<file path="src/rtl/agu_pkg.sv">
package agu_pkg;
  localparam int REG_BITS = 4;
  localparam int ADDR_BITS = 64;
  localparam int DISP_BITS = 32;

  typedef enum logic [1:0] {DISP_NONE, DISP_8, DISP_32} dispSel_e;

  typedef struct packed {
    logic                regDirect;
    logic                useSib;
    logic                ripRel;
    logic                noBase;
    logic                noIndex;
    dispSel_e            dispSel;
    logic [1:0]          scale;
    logic [REG_BITS-1:0] regNum;
    logic [REG_BITS-1:0] rmNum;
    logic [REG_BITS-1:0] baseNum;
    logic [REG_BITS-1:0] indexNum;
  } ctrlStrobes_t;
endpackage

</file>
<file path="src/rtl/agu_ctrl.sv">
module agu_ctrl
  import agu_pkg::*;
(
  input  logic         clk,
  input  logic         rstN,
  input  logic [7:0]   modrm,
  input  logic [7:0]   sib,
  input  logic         rexR,
  input  logic         rexX,
  input  logic         rexB,
  output ctrlStrobes_t strobes
);
  localparam logic [2:0] SIB_ESC = 3'b100;
  localparam logic [2:0] NO_BASE_CODE = 3'b101;
  localparam logic [REG_BITS-1:0] NO_INDEX_NUM = 4'b0100;

  logic [1:0] modField;
  logic [2:0] rmField;
  logic       isMem;

  assign modField = modrm[7:6];
  assign rmField  = modrm[2:0];
  assign isMem    = (modField != 2'b11);

  always_comb begin
    strobes.regDirect = !isMem;
    strobes.useSib    = isMem && (rmField == SIB_ESC);
    strobes.ripRel    = (modField == 2'b00) && (rmField == NO_BASE_CODE);
    strobes.regNum    = {rexR, modrm[5:3]};
    strobes.rmNum     = {rexB, rmField};
    strobes.scale     = sib[7:6];
    strobes.indexNum  = {rexX, sib[5:3]};
    strobes.baseNum   = strobes.useSib ? {rexB, sib[2:0]} : {rexB, rmField};
    strobes.noBase    = strobes.ripRel ||
                        (strobes.useSib && modField == 2'b00 && sib[2:0] == NO_BASE_CODE);
    strobes.noIndex   = !strobes.useSib || (strobes.indexNum == NO_INDEX_NUM);
    unique case (modField)
      2'b01:   strobes.dispSel = DISP_8;
      2'b10:   strobes.dispSel = DISP_32;
      2'b00:   strobes.dispSel = strobes.noBase ? DISP_32 : DISP_NONE;
      default: strobes.dispSel = DISP_NONE;
    endcase
  end

  // a missing base always comes with a 32-bit displacement
  assert_nobase_disp_R6: assert property (@(posedge clk) disable iff (!rstN)
    strobes.noBase |-> strobes.dispSel == DISP_32);

  // register-direct never escapes to SIB or next-instruction addressing
  assert_direct_excl_R1: assert property (@(posedge clk) disable iff (!rstN)
    strobes.regDirect |-> (!strobes.useSib && !strobes.ripRel && strobes.dispSel == DISP_NONE));
endmodule

</file>
<file path="src/rtl/agu_dp.sv">
module agu_dp
  import agu_pkg::*;
(
  input  logic                 clk,
  input  logic                 rstN,
  input  ctrlStrobes_t         strobes,
  input  logic [DISP_BITS-1:0] dispRaw,
  input  logic [ADDR_BITS-1:0] nextIp,
  input  logic                 rexW,
  input  logic                 inValid,
  output logic                 inReady,
  output logic [REG_BITS-1:0]  rdAddrA,
  input  logic [ADDR_BITS-1:0] rdDataA,
  output logic [REG_BITS-1:0]  rdAddrB,
  input  logic [ADDR_BITS-1:0] rdDataB,
  output logic                 outValid,
  input  logic                 outReady,
  output logic [REG_BITS-1:0]  regNum,
  output logic                 isRegDirect,
  output logic [REG_BITS-1:0]  rmReg,
  output logic                 hasBase,
  output logic [REG_BITS-1:0]  baseReg,
  output logic                 hasIndex,
  output logic [REG_BITS-1:0]  indexReg,
  output logic                 isRipRel,
  output logic                 wide,
  output logic [ADDR_BITS-1:0] effAddr
);
  logic [ADDR_BITS-1:0] baseTerm, indexTerm, dispTerm, sumAddr;
  logic                 load;

  assign rdAddrA = strobes.baseNum;
  assign rdAddrB = strobes.indexNum;
  assign inReady = !outValid || outReady;
  assign load    = inValid && inReady;

  always_comb begin
    if (strobes.ripRel)       baseTerm = nextIp;
    else if (strobes.noBase)  baseTerm = '0;
    else                      baseTerm = rdDataA;
    indexTerm = strobes.noIndex ? '0 : (rdDataB << strobes.scale);
    unique case (strobes.dispSel)
      DISP_8:  dispTerm = {{(ADDR_BITS-8){dispRaw[7]}}, dispRaw[7:0]};
      DISP_32: dispTerm = {{(ADDR_BITS-DISP_BITS){dispRaw[DISP_BITS-1]}}, dispRaw};
      default: dispTerm = '0;
    endcase
    sumAddr = baseTerm + indexTerm + dispTerm;
  end

  always_ff @(posedge clk) begin
    if (!rstN) begin
      outValid    <= 1'b0;
      regNum      <= '0;
      isRegDirect <= 1'b0;
      rmReg       <= '0;
      hasBase     <= 1'b0;
      baseReg     <= '0;
      hasIndex    <= 1'b0;
      indexReg    <= '0;
      isRipRel    <= 1'b0;
      wide        <= 1'b0;
      effAddr     <= '0;
    end else begin
      if (load) begin
        regNum      <= strobes.regNum;
        isRegDirect <= strobes.regDirect;
        rmReg       <= strobes.regDirect ? strobes.rmNum : '0;
        hasBase     <= !strobes.regDirect && !strobes.noBase;
        baseReg     <= (strobes.regDirect || strobes.noBase) ? '0 : strobes.baseNum;
        hasIndex    <= !strobes.regDirect && !strobes.noIndex;
        indexReg    <= (strobes.regDirect || strobes.noIndex) ? '0 : strobes.indexNum;
        isRipRel    <= strobes.ripRel;
        wide        <= rexW;
        effAddr     <= strobes.regDirect ? '0 : sumAddr;
      end
      if (load)          outValid <= 1'b1;
      else if (outReady) outValid <= 1'b0;
    end
  end

  assert_hold_stable_R9: assert property (@(posedge clk) disable iff (!rstN)
    (outValid && !outReady) |=> (outValid && $stable(effAddr) && $stable(regNum) && $stable(baseReg)));

  assert_ready_idle_R9: assert property (@(posedge clk) disable iff (!rstN)
    !outValid |-> inReady);

  assert_direct_noaddr_R1: assert property (@(posedge clk) disable iff (!rstN)
    (outValid && isRegDirect) |-> (effAddr == '0 && !hasBase && !hasIndex && !isRipRel));
endmodule

</file>
<file path="src/rtl/modrm_agu.sv">
module modrm_agu
  import agu_pkg::*;
(
  input  logic        clk,
  input  logic        rstN,
  input  logic        inValid,
  output logic        inReady,
  input  logic [7:0]  modrm,
  input  logic [7:0]  sib,
  input  logic        rexW,
  input  logic        rexR,
  input  logic        rexX,
  input  logic        rexB,
  input  logic [31:0] dispRaw,
  input  logic [63:0] nextIp,
  output logic [3:0]  rdAddrA,
  input  logic [63:0] rdDataA,
  output logic [3:0]  rdAddrB,
  input  logic [63:0] rdDataB,
  output logic        outValid,
  input  logic        outReady,
  output logic [3:0]  regNum,
  output logic        isRegDirect,
  output logic [3:0]  rmReg,
  output logic        hasBase,
  output logic [3:0]  baseReg,
  output logic        hasIndex,
  output logic [3:0]  indexReg,
  output logic        isRipRel,
  output logic        wide,
  output logic [63:0] effAddr
);
  ctrlStrobes_t strobes;

  agu_ctrl uCtrl (
    .clk(clk), .rstN(rstN), .modrm(modrm), .sib(sib),
    .rexR(rexR), .rexX(rexX), .rexB(rexB), .strobes(strobes)
  );

  agu_dp uDp (
    .clk(clk), .rstN(rstN), .strobes(strobes), .dispRaw(dispRaw), .nextIp(nextIp),
    .rexW(rexW), .inValid(inValid), .inReady(inReady),
    .rdAddrA(rdAddrA), .rdDataA(rdDataA), .rdAddrB(rdAddrB), .rdDataB(rdDataB),
    .outValid(outValid), .outReady(outReady), .regNum(regNum),
    .isRegDirect(isRegDirect), .rmReg(rmReg), .hasBase(hasBase), .baseReg(baseReg),
    .hasIndex(hasIndex), .indexReg(indexReg), .isRipRel(isRipRel), .wide(wide),
    .effAddr(effAddr)
  );
endmodule

</file>
<file path="config.mk">
export PLATFORM = sky130hd
export DESIGN_NAME = modrm_agu
export DESIGN_NICKNAME = d
export VERILOG_FILES = /design/src/rtl/agu_pkg.sv /design/src/rtl/agu_ctrl.sv /design/src/rtl/agu_dp.sv /design/src/rtl/modrm_agu.sv
export SDC_FILE = /design/constraint.sdc
export NUM_CORES = 1
export LEC_CHECK = 0
export BUFFER_PORTS_ARGS = -buffer_cell sky130_fd_sc_hd__buf_2
export CAP_MARGIN = 20
export CORE_UTILIZATION = 45
export CTS_CLUSTER_DIAMETER = 80
export DETAILED_ROUTE_END_ITERATION = 10
export GPL_TIMING_DRIVEN = 1
export PLACE_DENSITY = 0.71
export SYNTH_ARGS = -nofsm -noshare
export SYNTH_HDL_FRONTEND = slang
export SYNTH_SLANG_ARGS = --single-unit
</file>
<file path="constraint.sdc">
create_clock -name clk -period 10.6 [get_ports clk]
set_clock_uncertainty 0.15 [all_clocks]
set_input_delay 2.12 -clock clk [delete_from_list [all_inputs] [get_ports clk]]
set_output_delay 2.12 -clock clk [all_outputs]
set_load 0.02 [all_outputs]
</file>
==> run metrics <==
vias in the first global route 10900; Finished Layout Cells 2077; Routed Wire Length 35200 um; dpl cell area 0.0128 mm^2; CP Max Fanout 64; CTS root buf clkbuf_16; part of the power in registers 0.253; worst path arrival time 7.15 ns; min-delay src uDp.effAddr[52]; initial antenna violation count 1; Detailed Place HPWL 28500 um; share of layout cells above drive strength 1 0.232; Synth Flop Type dfxtp_1; WL/cell 16.9 um; Synth Register Bits 86; row count 57; Mapped Area 0.0112 mm^2; Worst-Skew Late Latency 0.33 ns; Starting Density 0.459; io pins 343; CP Launch Type input port; clock sink count 86; worst hold path type register to register; RSZ-0062 raised after global routing no; final instance area 0.0131 mm^2; Post-CTS Setup Bufs 0; Post-synth EDFFs 0; drt initial violations 868; worst hold stages 2; CTS resizes 0; Clock power frac 0.224; Hold Path End uDp.effAddr[52]; number of remaining DRC errors 0; Num CTS Buffers 9; worst-margin pin slew 1.11 ns; Seq/Total Area, Yosys 0.154; Die Span Y 160 um; pin count of the biggest net entering global routing 68; Syn Nets 1866; clock tree buffer depth 2; DIE AREA 0.0255 mm^2; CP required 10.67 ns; r2r endpoint uDp.effAddr[57]; Reg2Reg Setup Slack 7.31 ns; combinational fraction of design power 0.523; status finished, final reports clean; crit path kind input port to register; # setup viols final 0; Synth async-reset ratio 0; Final Critical Period 7.07 ns; endpoint class of the critical path register; hold_buf cts 0; origin of the critical flop-to-flop path uDp.outValid; placed cell count 2060; DRT Pass-1 Iters 5; Yosys warning count 0; die width 160 um; Net count, final 2121; Slew Viols, Final 0; Total GRT Usage 0.272; Filler cells 2408; pwr/cell area 113 mW/mm^2; sw frac 0.435; Leak 0.00680 uW; Worst slew margin 0.258; CTS tree built; Detail Route Antenna Nets 0; Clock transition at path regs 0.08 ns; setup total negative slack 0 ns; area of the core 0.0244 mm^2; cells on worst reg2reg path 7; IO Port Bufs 342; internal power 842 uW; vias 11600; Final period util 0.667; Post-Syn Area per Cell 7.50 um^2; Max Cap Viol 0; Cell variety after synth 86; Layout area overhead 17.3%; gp weighted congestion 0.930; first-pass GRT wire length 56300 um; Clock H-tree levels 3; achievable frequency 0.141 GHz; endpoints failing hold 0; Net Sw Power 648 uW; gr ovfl total 0; synthesized instance count 1492; vias per std cell 5.57; VDD IR max 71.1 uV
==> synthesized netlist by cell type, types with 41 or more instances <==
cell type	number	share of area
a21oi_1	102	0.046
a22oi_1	86	0.058
clkbuf_1	70	0.023
dfxtp_1	86	0.15
fa_1	64	0.11
ha_1	62	0.069
inv_1	141	0.047
mux2i_1	62	0.055
nand2_1	248	0.083
nand3_1	82	0.037
nor2_1	41	0.014
o21ai_0	56	0.025
==> worst max-delay path, stage by stage <==
cell	delay, ns
buf_2	0.10
buf_4	0.33
inv_2	0.88
nand3_1	0.22
fa_1	0.57
inv_1	0.06
ha_1	0.22
fa_1	0.42
a211o_1	0.34
a211oi_2	0.30
o22ai_2	0.20
a21oi_2	0.30
o311ai_2	0.18
a2111oi_4	0.49
o41ai_2	0.15
xnor2_1	0.16
o21ai_1	0.08
==> worst max-delay path by stage <==
stage | startpoint | end | slack, ns | cells past startpoint
2_1_floorplan | sib[0] | uDp.effAddr[51] | 2.68 | 18
3_3_place_gp | sib[7] | uDp.effAddr[53] | 3.35 | 16
3_5_place_dp | sib[7] | uDp.effAddr[61] | 3.24 | 17
4_1_cts | sib[7] | uDp.effAddr[61] | 3.56 | 17
5_1_grt | sib[0] | uDp.effAddr[55] | 3.21 | 21
6_report | sib[7] | uDp.effAddr[61] | 3.53 | 17
==> state kept, by name (all words and copies together) (netlist names) <==
register and count:
uDp.baseReg 4, uDp.effAddr 64, uDp.hasBase 1, uDp.hasIndex 1
uDp.indexReg 4, uDp.isRegDirect 1, uDp.isRipRel 1, uDp.outValid 1
uDp.regNum 4, uDp.rmReg 4, uDp.wide 1
==> per-layer routing <==
metal  global-route usage  vias to the layer above  share of wire
li1                     -                     5695              -
met1                0.362                     5382           0.45
met2                0.455                      443           0.46
met3               0.0270                       52          0.056
met4               0.0966                        0          0.031
met5                    0                        -              0
==> power by group through the flow <==
stage	logic, uW	clock network, uW	registers (uW)
after floorplan	530	0	420
after global placement	765	0	383
after detailed placement	771	0	384
after CTS	775	336	377
after global routing	863	350	380
final	779	334	377
==> per-stage QoR <==
step / setup WS [ns] / hold slack (ns) / util / power [uW]
after floorplan: 2.68 / 0.373 / - / 950
after global placement: 3.35 / 0.283 / 0.526 / 1150
after detailed placement: 3.24 / 0.284 / 0.526 / 1150
after CTS: 3.56 / 0.295 / 0.538 / 1490
after global routing: 3.21 / 0.312 / 0.538 / 1590
final: 3.53 / 0.295 / 0.538 / 1490
==> cell families after synthesis <==
logic type,share of synthesized area
DFF,0.154
AOI/OAI and AO/OA,0.253
xor gates and xnor gates,0.0423
and+or+nand+nor,0.207
buffers and inverters,0.100
muxes,0.0595
adders and majority gates,0.184
==> layout by cell type, fill, tap and decap left out, drive strengths merged, types with 29 or more instances in the layout <==
cell type | netlist | routed
buf | 30 | 352
nand2 | 248 | 248
inv | 142 | 143
a21oi | 103 | 103
a22oi | 86 | 86
dfxtp | 86 | 86
nand3 | 82 | 82
o21ai | 67 | 67
fa | 64 | 64
mux2i | 62 | 62
ha | 62 | 62
nor2 | 41 | 41
a21o | 35 | 35
nor2b | 31 | 31
xor2 | 29 | 29
a21boi | 29 | 29
==> area by class of cell <==
cell class / instances / area [um^2] / share of cell area
clock buffer: 10 / 239 / 0.0182
inverter: 142 / 533 / 0.0406
tap: 324 / 405 / 0.0309
timing repair buffer: 352 / 1790 / 0.136
antenna: 1 / 2.50 / 0.000191
multi-input combinational: 1156 / 8370 / 0.637
clock inverter: 6 / 70.1 / 0.00534
sequential: 86 / 1720 / 0.131
Power figures use the tool's default switching activity.
